===== src/rtl/lp_seq_pkg.sv =====
package lp_seq_pkg;

    typedef enum logic [1:0] {
        ST_RUN,
        ST_SEQ,
        ST_LOW
    } seq_state_e;

    typedef struct packed {
        logic periph_off;
        logic radio_off;
        logic clk_gate;
        logic io_ret;
        logic sram_ret;
        logic core_off;
        logic dcdc_en;
        logic sysreg_en;
        logic corereg_en;
        logic retreg_en;
        logic hfxo_en;
        logic pll_en;
        logic hfrc_en;
        logic bod_en;
        logic flash_en;
        logic io_stby;
        logic ioreg_en;
    } pwr_ctl_t;

    // Map a step number of the entry schedule to the power controls.
    function automatic pwr_ctl_t step_decode(
        input int unsigned step,
        input logic        deep,
        input int unsigned ret_at,
        input int unsigned core_at,
        input int unsigned iosw_at,
        input int unsigned ioreg_at
    );
        pwr_ctl_t c;
        logic     p_off;
        logic     ret;
        logic     core;
        logic     reg_off;
        p_off   = (step >= 1);
        ret     = (step >= ret_at);
        core    = (step >= core_at);
        reg_off = (step >= ioreg_at);
        c.periph_off = p_off;
        c.radio_off  = p_off;
        c.clk_gate   = ret;
        c.io_ret     = ret;
        c.sram_ret   = ret & ~deep;
        c.core_off   = core;
        c.dcdc_en    = ~core;
        c.sysreg_en  = ~core;
        c.corereg_en = ~core;
        c.retreg_en  = ~(reg_off & deep);
        c.hfxo_en    = ~core;
        c.pll_en     = ~core;
        c.hfrc_en    = ~core;
        c.bod_en     = ~core;
        c.flash_en   = ~core;
        c.io_stby    = (step >= iosw_at);
        c.ioreg_en   = ~reg_off;
        return c;
    endfunction

endpackage


===== src/rtl/lp_req_gate.sv =====
module lp_req_gate #(
    parameter int TW = 16
) (
    input  logic          req,
    input  logic          idle,
    input  logic          busy,
    input  logic [TW-1:0] time_left,
    input  logic [TW-1:0] thresh,
    output logic          accept,
    output logic          reject
);
    logic fit;

    always_comb begin
        fit    = (time_left > thresh) && !busy;
        accept = req && idle && fit;
        reject = req && idle && !fit;
    end
endmodule


===== src/rtl/lp_step_decode.sv =====
module lp_step_decode
    import lp_seq_pkg::*;
#(
    parameter int CW       = 4,
    parameter int RET_AT   = 6,
    parameter int CORE_AT  = 9,
    parameter int IOSW_AT  = 12,
    parameter int IOREG_AT = 14
) (
    input  logic [CW-1:0] step,
    input  logic          deep,
    output pwr_ctl_t      ctl
);
    always_comb begin
        ctl = step_decode(int'(step), deep, RET_AT, CORE_AT, IOSW_AT, IOREG_AT);
    end
endmodule


===== src/rtl/lp_seq_ctrl.sv =====
module lp_seq_ctrl
    import lp_seq_pkg::*;
#(
    parameter int ENTRY_CYCLES = 15,
    parameter int ACK_AT       = 4,
    parameter int CW           = 4
) (
    input  logic          clk,
    input  logic          rst,
    input  logic          accept,
    input  logic          reject,
    input  logic          deep_sel,
    input  logic          ack,
    output logic          idle,
    output logic [CW-1:0] step,
    output logic          deep_q,
    output logic          fail_irq,
    output logic          warm,
    output logic          low
);
    localparam logic [CW-1:0] LAST   = CW'(ENTRY_CYCLES);
    localparam logic [CW-1:0] PRE    = CW'(ENTRY_CYCLES - 1);
    localparam logic [CW-1:0] ACK_CK = CW'(ACK_AT);

    seq_state_e state;

    always_ff @(posedge clk) begin
        if (rst) begin
            state    <= ST_RUN;
            step     <= '0;
            deep_q   <= 1'b0;
            fail_irq <= 1'b0;
            warm     <= 1'b0;
        end else begin
            fail_irq <= 1'b0;
            case (state)
                ST_RUN: begin
                    if (accept) begin
                        state  <= ST_SEQ;
                        step   <= CW'(1);
                        deep_q <= deep_sel;
                    end else if (reject) begin
                        fail_irq <= 1'b1;
                    end
                end
                ST_SEQ: begin
                    if (step == ACK_CK && !ack) begin
                        state    <= ST_RUN;
                        step     <= '0;
                        fail_irq <= 1'b1;
                    end else if (step == PRE) begin
                        state <= ST_LOW;
                        step  <= LAST;
                        warm  <= ~deep_q;
                    end else begin
                        step <= step + CW'(1);
                    end
                end
                default: ;
            endcase
        end
    end

    assign idle = (state == ST_RUN);
    assign low  = (state == ST_LOW);


    seq_ignore_chk: assert property (@(posedge clk) disable iff (rst)
        (state != ST_RUN) |=> $stable(deep_q));

    reject_irq_chk: assert property (@(posedge clk) disable iff (rst)
        reject |=> (fail_irq && state == ST_RUN && step == '0));

    ack_abort_chk: assert property (@(posedge clk) disable iff (rst)
        (state == ST_SEQ && step == ACK_CK && !ack) |=> (fail_irq && state == ST_RUN));

    low_hold_chk: assert property (@(posedge clk) disable iff (rst)
        (state == ST_LOW) |=> (state == ST_LOW && $stable(warm)));
endmodule


===== src/rtl/lp_entry_seq.sv =====
module lp_entry_seq
    import lp_seq_pkg::*;
#(
    parameter int TW           = 16,
    parameter int ENTRY_CYCLES = 15
) (
    input  logic          clk,
    input  logic          rst,
    input  logic          sleep_req,
    input  logic          deep_sel,
    input  logic          sys_busy,
    input  logic [TW-1:0] time_left,
    input  logic [TW-1:0] sleep_thresh,
    input  logic          pwr_off_ack,
    output logic          periph_pwr_off,
    output logic          radio_pwr_off,
    output logic          sys_clk_gate,
    output logic          sram_retain,
    output logic          io_retain,
    output logic          core_pwr_off,
    output logic          dcdc_en,
    output logic          sys_reg_en,
    output logic          core_reg_en,
    output logic          ret_reg_en,
    output logic          hfxo_en,
    output logic          pll_en,
    output logic          hfrc_en,
    output logic          bod_en,
    output logic          flash_en,
    output logic          io_sup_stby,
    output logic          io_act_reg_en,
    output logic          sleep_fail_irq,
    output logic          warm_boot,
    output logic          low_pwr
);
    localparam int CW       = $clog2(ENTRY_CYCLES + 1);
    localparam int STEP     = ENTRY_CYCLES / 5;
    localparam int ACK_AT   = STEP + 1;
    localparam int RET_AT   = 2 * STEP;
    localparam int CORE_AT  = 3 * STEP;
    localparam int IOSW_AT  = 4 * STEP;
    localparam int IOREG_AT = 4 * STEP + 2;

    logic          accept;
    logic          reject;
    logic          idle;
    logic [CW-1:0] step;
    logic          deep_q;
    pwr_ctl_t      ctl;

    lp_req_gate #(.TW(TW)) u_gate (
        .req       (sleep_req),
        .idle      (idle),
        .busy      (sys_busy),
        .time_left (time_left),
        .thresh    (sleep_thresh),
        .accept    (accept),
        .reject    (reject)
    );

    lp_seq_ctrl #(.ENTRY_CYCLES(ENTRY_CYCLES), .ACK_AT(ACK_AT), .CW(CW)) u_ctrl (
        .clk      (clk),
        .rst      (rst),
        .accept   (accept),
        .reject   (reject),
        .deep_sel (deep_sel),
        .ack      (pwr_off_ack),
        .idle     (idle),
        .step     (step),
        .deep_q   (deep_q),
        .fail_irq (sleep_fail_irq),
        .warm     (warm_boot),
        .low      (low_pwr)
    );

    lp_step_decode #(
        .CW(CW), .RET_AT(RET_AT), .CORE_AT(CORE_AT),
        .IOSW_AT(IOSW_AT), .IOREG_AT(IOREG_AT)
    ) u_dec (
        .step (step),
        .deep (deep_q),
        .ctl  (ctl)
    );

    assign periph_pwr_off = ctl.periph_off;
    assign radio_pwr_off  = ctl.radio_off;
    assign sys_clk_gate   = ctl.clk_gate;
    assign io_retain      = ctl.io_ret;
    assign sram_retain    = ctl.sram_ret;
    assign core_pwr_off   = ctl.core_off;
    assign dcdc_en        = ctl.dcdc_en;
    assign sys_reg_en     = ctl.sysreg_en;
    assign core_reg_en    = ctl.corereg_en;
    assign ret_reg_en     = ctl.retreg_en;
    assign hfxo_en        = ctl.hfxo_en;
    assign pll_en         = ctl.pll_en;
    assign hfrc_en        = ctl.hfrc_en;
    assign bod_en         = ctl.bod_en;
    assign flash_en       = ctl.flash_en;
    assign io_sup_stby    = ctl.io_stby;
    assign io_act_reg_en  = ctl.ioreg_en;


    io_order_chk: assert property (@(posedge clk) disable iff (rst)
        !io_act_reg_en |-> io_sup_stby);

    core_order_chk: assert property (@(posedge clk) disable iff (rst)
        core_pwr_off |-> (sys_clk_gate && io_retain && periph_pwr_off));

    deep_noret_chk: assert property (@(posedge clk) disable iff (rst)
        (deep_q && !idle) |-> !sram_retain);

    low_done_chk: assert property (@(posedge clk) disable iff (rst)
        $rose(low_pwr) |-> (io_sup_stby && !io_act_reg_en && core_pwr_off));
endmodule


===== config.mk =====
export PLATFORM = sky130hd
export DESIGN_NAME = lp_entry_seq
export DESIGN_NICKNAME = d
export VERILOG_FILES = /design/src/rtl/lp_seq_pkg.sv /design/src/rtl/lp_req_gate.sv /design/src/rtl/lp_step_decode.sv /design/src/rtl/lp_seq_ctrl.sv /design/src/rtl/lp_entry_seq.sv
export SDC_FILE = /design/constraint.sdc
export NUM_CORES = 1
export LEC_CHECK = 0
export ABC_AREA = 1
export CORE_ASPECT_RATIO = 0.7
export CORE_MARGIN = 3
export CORE_UTILIZATION = 35
export DETAILED_ROUTE_END_ITERATION = 10
export PLACE_DENSITY_LB_ADDON = 0.08
export SLEW_MARGIN = 25
export SYNTH_ARGS = -nofsm -noshare
export SYNTH_HDL_FRONTEND = slang
export SYNTH_HIERARCHICAL = 1
export SYNTH_SLANG_ARGS = --single-unit

===== constraint.sdc =====
create_clock -name clk -period 2.3 [get_ports clk]
set_input_delay 0.46 -clock clk [delete_from_list [all_inputs] [get_ports clk]]
set_output_delay 0.46 -clock clk [all_outputs]
set_load 0.02 [all_outputs]

# Word level (Yosys, flattened, before mapping)
# Index checks and enable logic that the tools add are counted.
dict set report op_classes {
  mux 12
  n_reduce_logical 14
  eq_ne 6
  order_cmp 6
  n_addsub 1
  bitwise_logic 7
}
# cell count
set op_table {}
lappend op_table {{$gt A16 B16 Y1} 1}
lappend op_table {{$ge A4 B4 Y1 const B} 3}
lappend op_table {{$mux W4} 3}
lappend op_table {{$pmux W4 S2} 1}
lappend op_table {{$mux W2} 3}
lappend op_table {{$reduce_and A3 Y1} 2}
lappend op_table {{$logic_and A1 B1 Y1} 5}
lappend op_table {{$not A1 Y1} 5}
lappend op_table {{$add A4 B1 Y4 const B} 1}
lappend op_table {{$eq A4 B3 Y1 const B} 1}
lappend op_table {{$eq A4 B4 Y1 const B} 1}
lappend op_table {{$ge A4 B1 Y1 const B} 1}
lappend op_table {{$ge A4 B3 Y1 const B} 1}
lappend op_table {{$pmux W2 S2} 1}
lappend op_table {{$reduce_and A2 Y1} 2}
lappend op_table {{$logic_not A1 Y1} 3}
lappend op_table {{$mux W1} 3}
lappend op_table {{$ne A3 B1 Y1 const B} 1}
lappend op_table {{$and A1 B1 Y1} 2}
lappend op_table {{$eq A2 B1 Y1 const B} 1}
lappend op_table {{$eq A2 B2 Y1 const B} 1}
lappend op_table {{$logic_not A2 Y1} 1}
lappend op_table {{$ne A2 B2 Y1 const B} 1}
lappend op_table {{$pmux W1 S2} 1}
lappend op_table {{$reduce_bool A2 Y1} 1}
dict set report word_totals {
  in_bits 38
  reg_bits 9
  output_inout_bits 20
  wordCells 51
}

# Longest topological paths before layout
dict set report depth {
  depth_word 7
  ltp_mapped 18
  mapped_depth_nobuf 18
}

# Hierarchy
# Netlist, hierarchy kept.
# module cells_each area_each_um2 n_inst
set modules_own_cells {}
lappend modules_own_cells {lp_seq_ctrl 66 491.7 1}
lappend modules_own_cells {lp_req_gate 77 462.9 1}
lappend modules_own_cells {lp_step_decode 27 141.4 1}

# Least setup slack after synthesis
# No wires, ideal clock.
dict set report synth_timing {
  path_kind {in2reg}
  startpoint {in sleep_thresh[15]}
  endpoint {reg u_ctrl.step[2]}
  required_time_ns 2.167
  stages 14
  t_arrival_ns 1.655
  path_buffers 0
  slack_ns 0.512
  path_cell_list {inv_1 -> ha_1 -> nand2_1 -> nor2_2 -> nand2_1 -> nor2_1 -> nor2_1 -> nand2_1 -> nor2_2 -> nand2_2 -> nand2_2 -> inv_2 -> nand2_1 -> a21oi_2}
}
dict set report synth_via {
  elab_chain_cells 5
}
# item line
set synth_lines {}
lappend synth_lines {{from (decl)} lp_entry_seq.sv:13} ;# input logic [TW-1:0] sleep_thresh,
lappend synth_lines {{$gt A16 B16 Y1} lp_req_gate.sv:15} ;# fit = (time_left > thresh) && !busy;
lappend synth_lines {{$logic_and A1 B1 Y1} lp_req_gate.sv:15}
lappend synth_lines {{$logic_and A1 B1 Y1} lp_req_gate.sv:16} ;# accept = req && idle && fit;
lappend synth_lines {{via accept} lp_entry_seq.sv:44} ;# logic accept;
lappend synth_lines {{$ne A2 B2 Y1 (no line)} -}
lappend synth_lines {{$reduce_and A2 Y1 (no line)} -}
lappend synth_lines {{to (signal assigned)} lp_seq_ctrl.sv:56} ;# step <= step + CW'(1);
lappend synth_lines {{to (decl)} lp_seq_ctrl.sv:15} ;# output logic [CW-1:0] step,
# The timed path passes the listed nets, and every way through them passes these cells.
# A chain may end at the register's enable or synchronous reset.

# Worst setup path in the final report
dict set report layout_timing {
  startpoint {in sleep_thresh[11]}
  endpoint {reg u_ctrl.step[3]}
}
# The elaborated chain is that of the path after synthesis.

==> summary.md <==
| Metric | Value |
|---|---|
| Clock Skew | 0.00113 ns |
| Final Max Tran Viols | 0 |
| Routed vias | 1200 |
| Flip-flop cell with the highest count after synthesis | dfxtp_1 |
| Depth of the worst register-to-register path | 8 |
| Post-route non-filler standard cell count | 259 |
| Synth unique cells | 22 |
| Endpoint of the worst register-to-register path | u_ctrl/step[3] |
| Worst path arrival time | 2.32 ns |
| PwrDens | 326 nW/um2 |
| Clock latency on the worst-skew pair | 0.24 ns |
| Critical path destination | u_ctrl/step[3] |
| Setup Buffers After CTS | 0 |
| Filler cell count | 262 |
| Total I/O pin count | 58 |
| Final standard cell utilization of the core | 0.600 |
| Leakage power | 0.000807 uW |
| Post-CTS resize count | 0 |
| Outcome | finished clean |
| Reg-to-reg startpoint | u_ctrl/state[0] |
| Class of the tightest hold or removal check | flop to flop |
| Total Routing Usage GR | 0.152 |
| Kind of critical path | input pin to flop |
| Pin count of the biggest net entering global routing | 10 |
| H-Tree Level Count | 1 |
| CTS tree | done |
| Cell Rows | 16 |
| Length of routed wiring on met1 | 1220 um |
| Final period util | 0.937 |
| Number of nets produced by synthesis | 227 |
| Via count of the first global-routing pass | 1096 |
| Cell area after synthesis | 1100 um2 |
| Uppermost metal layer occupied by signal nets | met4 |
| Endpoints failing hold | 0 |
| Top cells by area in the synthesized netlist | ha_1, dfxtp_1, nand2_1, inv_1, buf_4 |
| Required time reported for the critical path endpoint | 2.47 ns |
| Wire length on met3 | 271 um |
| DR DRC count | 0 |
| Total grt overflow | 0 |
| Worst Setup Start Kind | input pin |
| Count of nets left with antenna violations after detail routing | 0 |
| Core Box Area | 2880 um2 |
| Post-CTS clock slew at the launch and capture registers of the worst setup and hold paths | 0.05 ns |
| Maximum fanout along the worst path | 4 |
| Average routed wire per standard cell | 10.7 um |
| Initial antenna violation count | 0 |
| Placed cells | 255 |
| Share of cells above drive strength 1 | 0.143 |
| Root buffer selected by CTS | clkbuf_8 |
| Share of the synthesized area in the top cell type | 0.217 |
| Layout overhead on the synthesized area | 57.9% |
| Clock buffer depth | 2 |
| Footprint of the multi-input gates | 747 um2 |
| Total routed wirelength | 2780 um |
| CP startpoint | sleep_thresh[11] |
| Final estimated routing congestion in global placement | 0.812 |
| Slew at the pin closest to its max-slew limit | 0.399 ns |
| Area occupied by registers | 180 um2 |
| Worst-case register-to-register setup slack | 0.93 ns |
| Port Buf Inserts | 57 |
| Seq/Total Area, Yosys | 0.164 |
| Total number of nets in the final design | 281 |
| Max Cap Violations | 0 |
| Diodes inserted | 0 |
| Tightest slew margin relative to the limit | 0.733 |
| CTS Sinks | 9 |
| Highest clock frequency the design can meet | 0.464 GHz |
| Avg Cell Area, Syn | 6.45 um2 |
| Wire length of the first global-routing pass | 4550 um |
| Horizontal extent of the die | 72.9 um |
| Setup crit end kind | flop |
| Post-cts hold buffer count | 0 |
| Top cells by count, synth | nand2_1, inv_1, ha_1 |
| Synth area leader | ha_1 |
| Number of cells produced by synthesis | 170 |
| Detail-routed via count per cell | 4.63 |
| Worst hold slack | 0.518 ns |
| Number of synthesized register bits | 9 |
| Detail Route met2 WL | 1280 um |
| Number of buffers created by CTS | 3 |
| Area of the die | 3850 um2 |
| Yosys warns | 6 |
| Number of detailed-route iterations in the first pass | 4 |
| Placed wire-length estimate | 2370 um |
| Unrepaired setup endpoints after global routing | false |
| Maximum vdd ir drop | 0.000283 V |
| Overall die height | 52.8 um |
| Most repeated cell in the gate-level netlist after synthesis | nand2_1 |
| Post-synth ARST share | 0 |
| EDFF count, synth | 0 |
| Initial Utilization | 0.380 |
| Starting DRT DRC Count | 57 |
| Clock period minus final worst setup slack | 2.16 ns |
| Total setup violations reported at the end of the flow | 0 |
[flip-flops by register name (all words and copies together), names as in the netlist]
signal           count
u_ctrl/deep_q        1
u_ctrl/state         2
u_ctrl/warm          1
u_ctrl/step          4
u_ctrl/fail_irq      1
[kinds of logic (layout without fill, tap and decap cells)]
family          after synthesis  in the layout  synth area share
compound gates               21             21             0.119
xor+xnor                      1              1           0.00799
fa+ha+maj                    19             19             0.217
buf+inv                      44             97             0.181
flops                         9              9             0.164
simple gates                 76             76             0.310
[cell usage in the layout (no fill, tap or decap), drive strengths merged]
| master | synthesis | layout |
|---|---|---|
| a21oi | 16 | 16 |
| a211oi | 1 | 1 |
| clkdlybuf4s50 | 0 | 57 |
| nand3b | 1 | 1 |
| dfxtp | 9 | 9 |
| a21o | 1 | 1 |
| inv | 33 | 33 |
| clkinv | 1 | 1 |
| clkbuf | 0 | 4 |
| buf | 10 | 2 |
| xnor2 | 1 | 1 |
| nand4 | 2 | 2 |
| nand2 | 47 | 47 |
| ha | 19 | 19 |
| nor2 | 17 | 17 |
| o21ai | 3 | 3 |
| nand3 | 9 | 9 |
[how the worst min path moves through the flow]
| stage | from | end | cells past startpoint |
|---|---|---|---|
| after detailed placement | u_ctrl/state[1] | u_ctrl/state[1] | 2 |
| after global placement | u_ctrl/warm | u_ctrl/warm | 2 |
| after floorplan | u_ctrl/deep_q | u_ctrl/deep_q | 2 |
| final | u_ctrl/warm | u_ctrl/warm | 2 |
| after global routing | u_ctrl/warm | u_ctrl/warm | 2 |
| after CTS | u_ctrl/state[1] | u_ctrl/state[1] | 2 |
[critical path: stages]
cell,delay [ns]
clkdlybuf4s50_1,0.45
inv_1,0.04
ha_1,0.30
a21oi_1,0.15
nand2_1,0.08
a21oi_1,0.18
nand2_2,0.09
nand2_2,0.08
nor2_4,0.04
nand2_2,0.09
nand2_2,0.08
inv_2,0.08
nand2_1,0.06
a21oi_2,0.14
[routing by layer]
layer,GRT usage,up-vias
met5,0,-
met4,0.0429,0
met3,0.0498,2
met2,0.256,46
met1,0.185,519
li1,-,633
[final cells by class]
type | instances | share of cell area
Inverter | 34 | 0.0738
Timing Repair Buffer | 59 | 0.338
Multi-Input combinational cell | 117 | 0.432
Sequential cell | 9 | 0.104
Tap cell | 36 | 0.0260
Clock buffer | 4 | 0.0260
[per-stage QoR]
stage / instance area (um2) / TNS (ns) / worst slack, ns / total power, uW
after global placement: 1660 / -0.184 / -0.0482 / 363
after floorplan: 1100 / 0 / 0.512 / 273
after CTS: 1700 / 0 / 0.122 / 564
after global routing: 1730 / 0 / 0.00546 / 605
final: 1730 / 0 / 0.144 / 563
after detailed placement: 1660 / -0.496 / -0.116 / 370
[power by group]
| part | leakage [uW] | switching (uW) | internal [uW] | total, uW |
|---|---|---|---|---|
| sequential | 0.0000730 | 7.14 | 162 | 169 |
| clock | 0.0000228 | 67.2 | 121 | 188 |
| combinational | 0.000712 | 90.6 | 115 | 206 |
No activity file was read; power rests on OpenSTA's default activity.
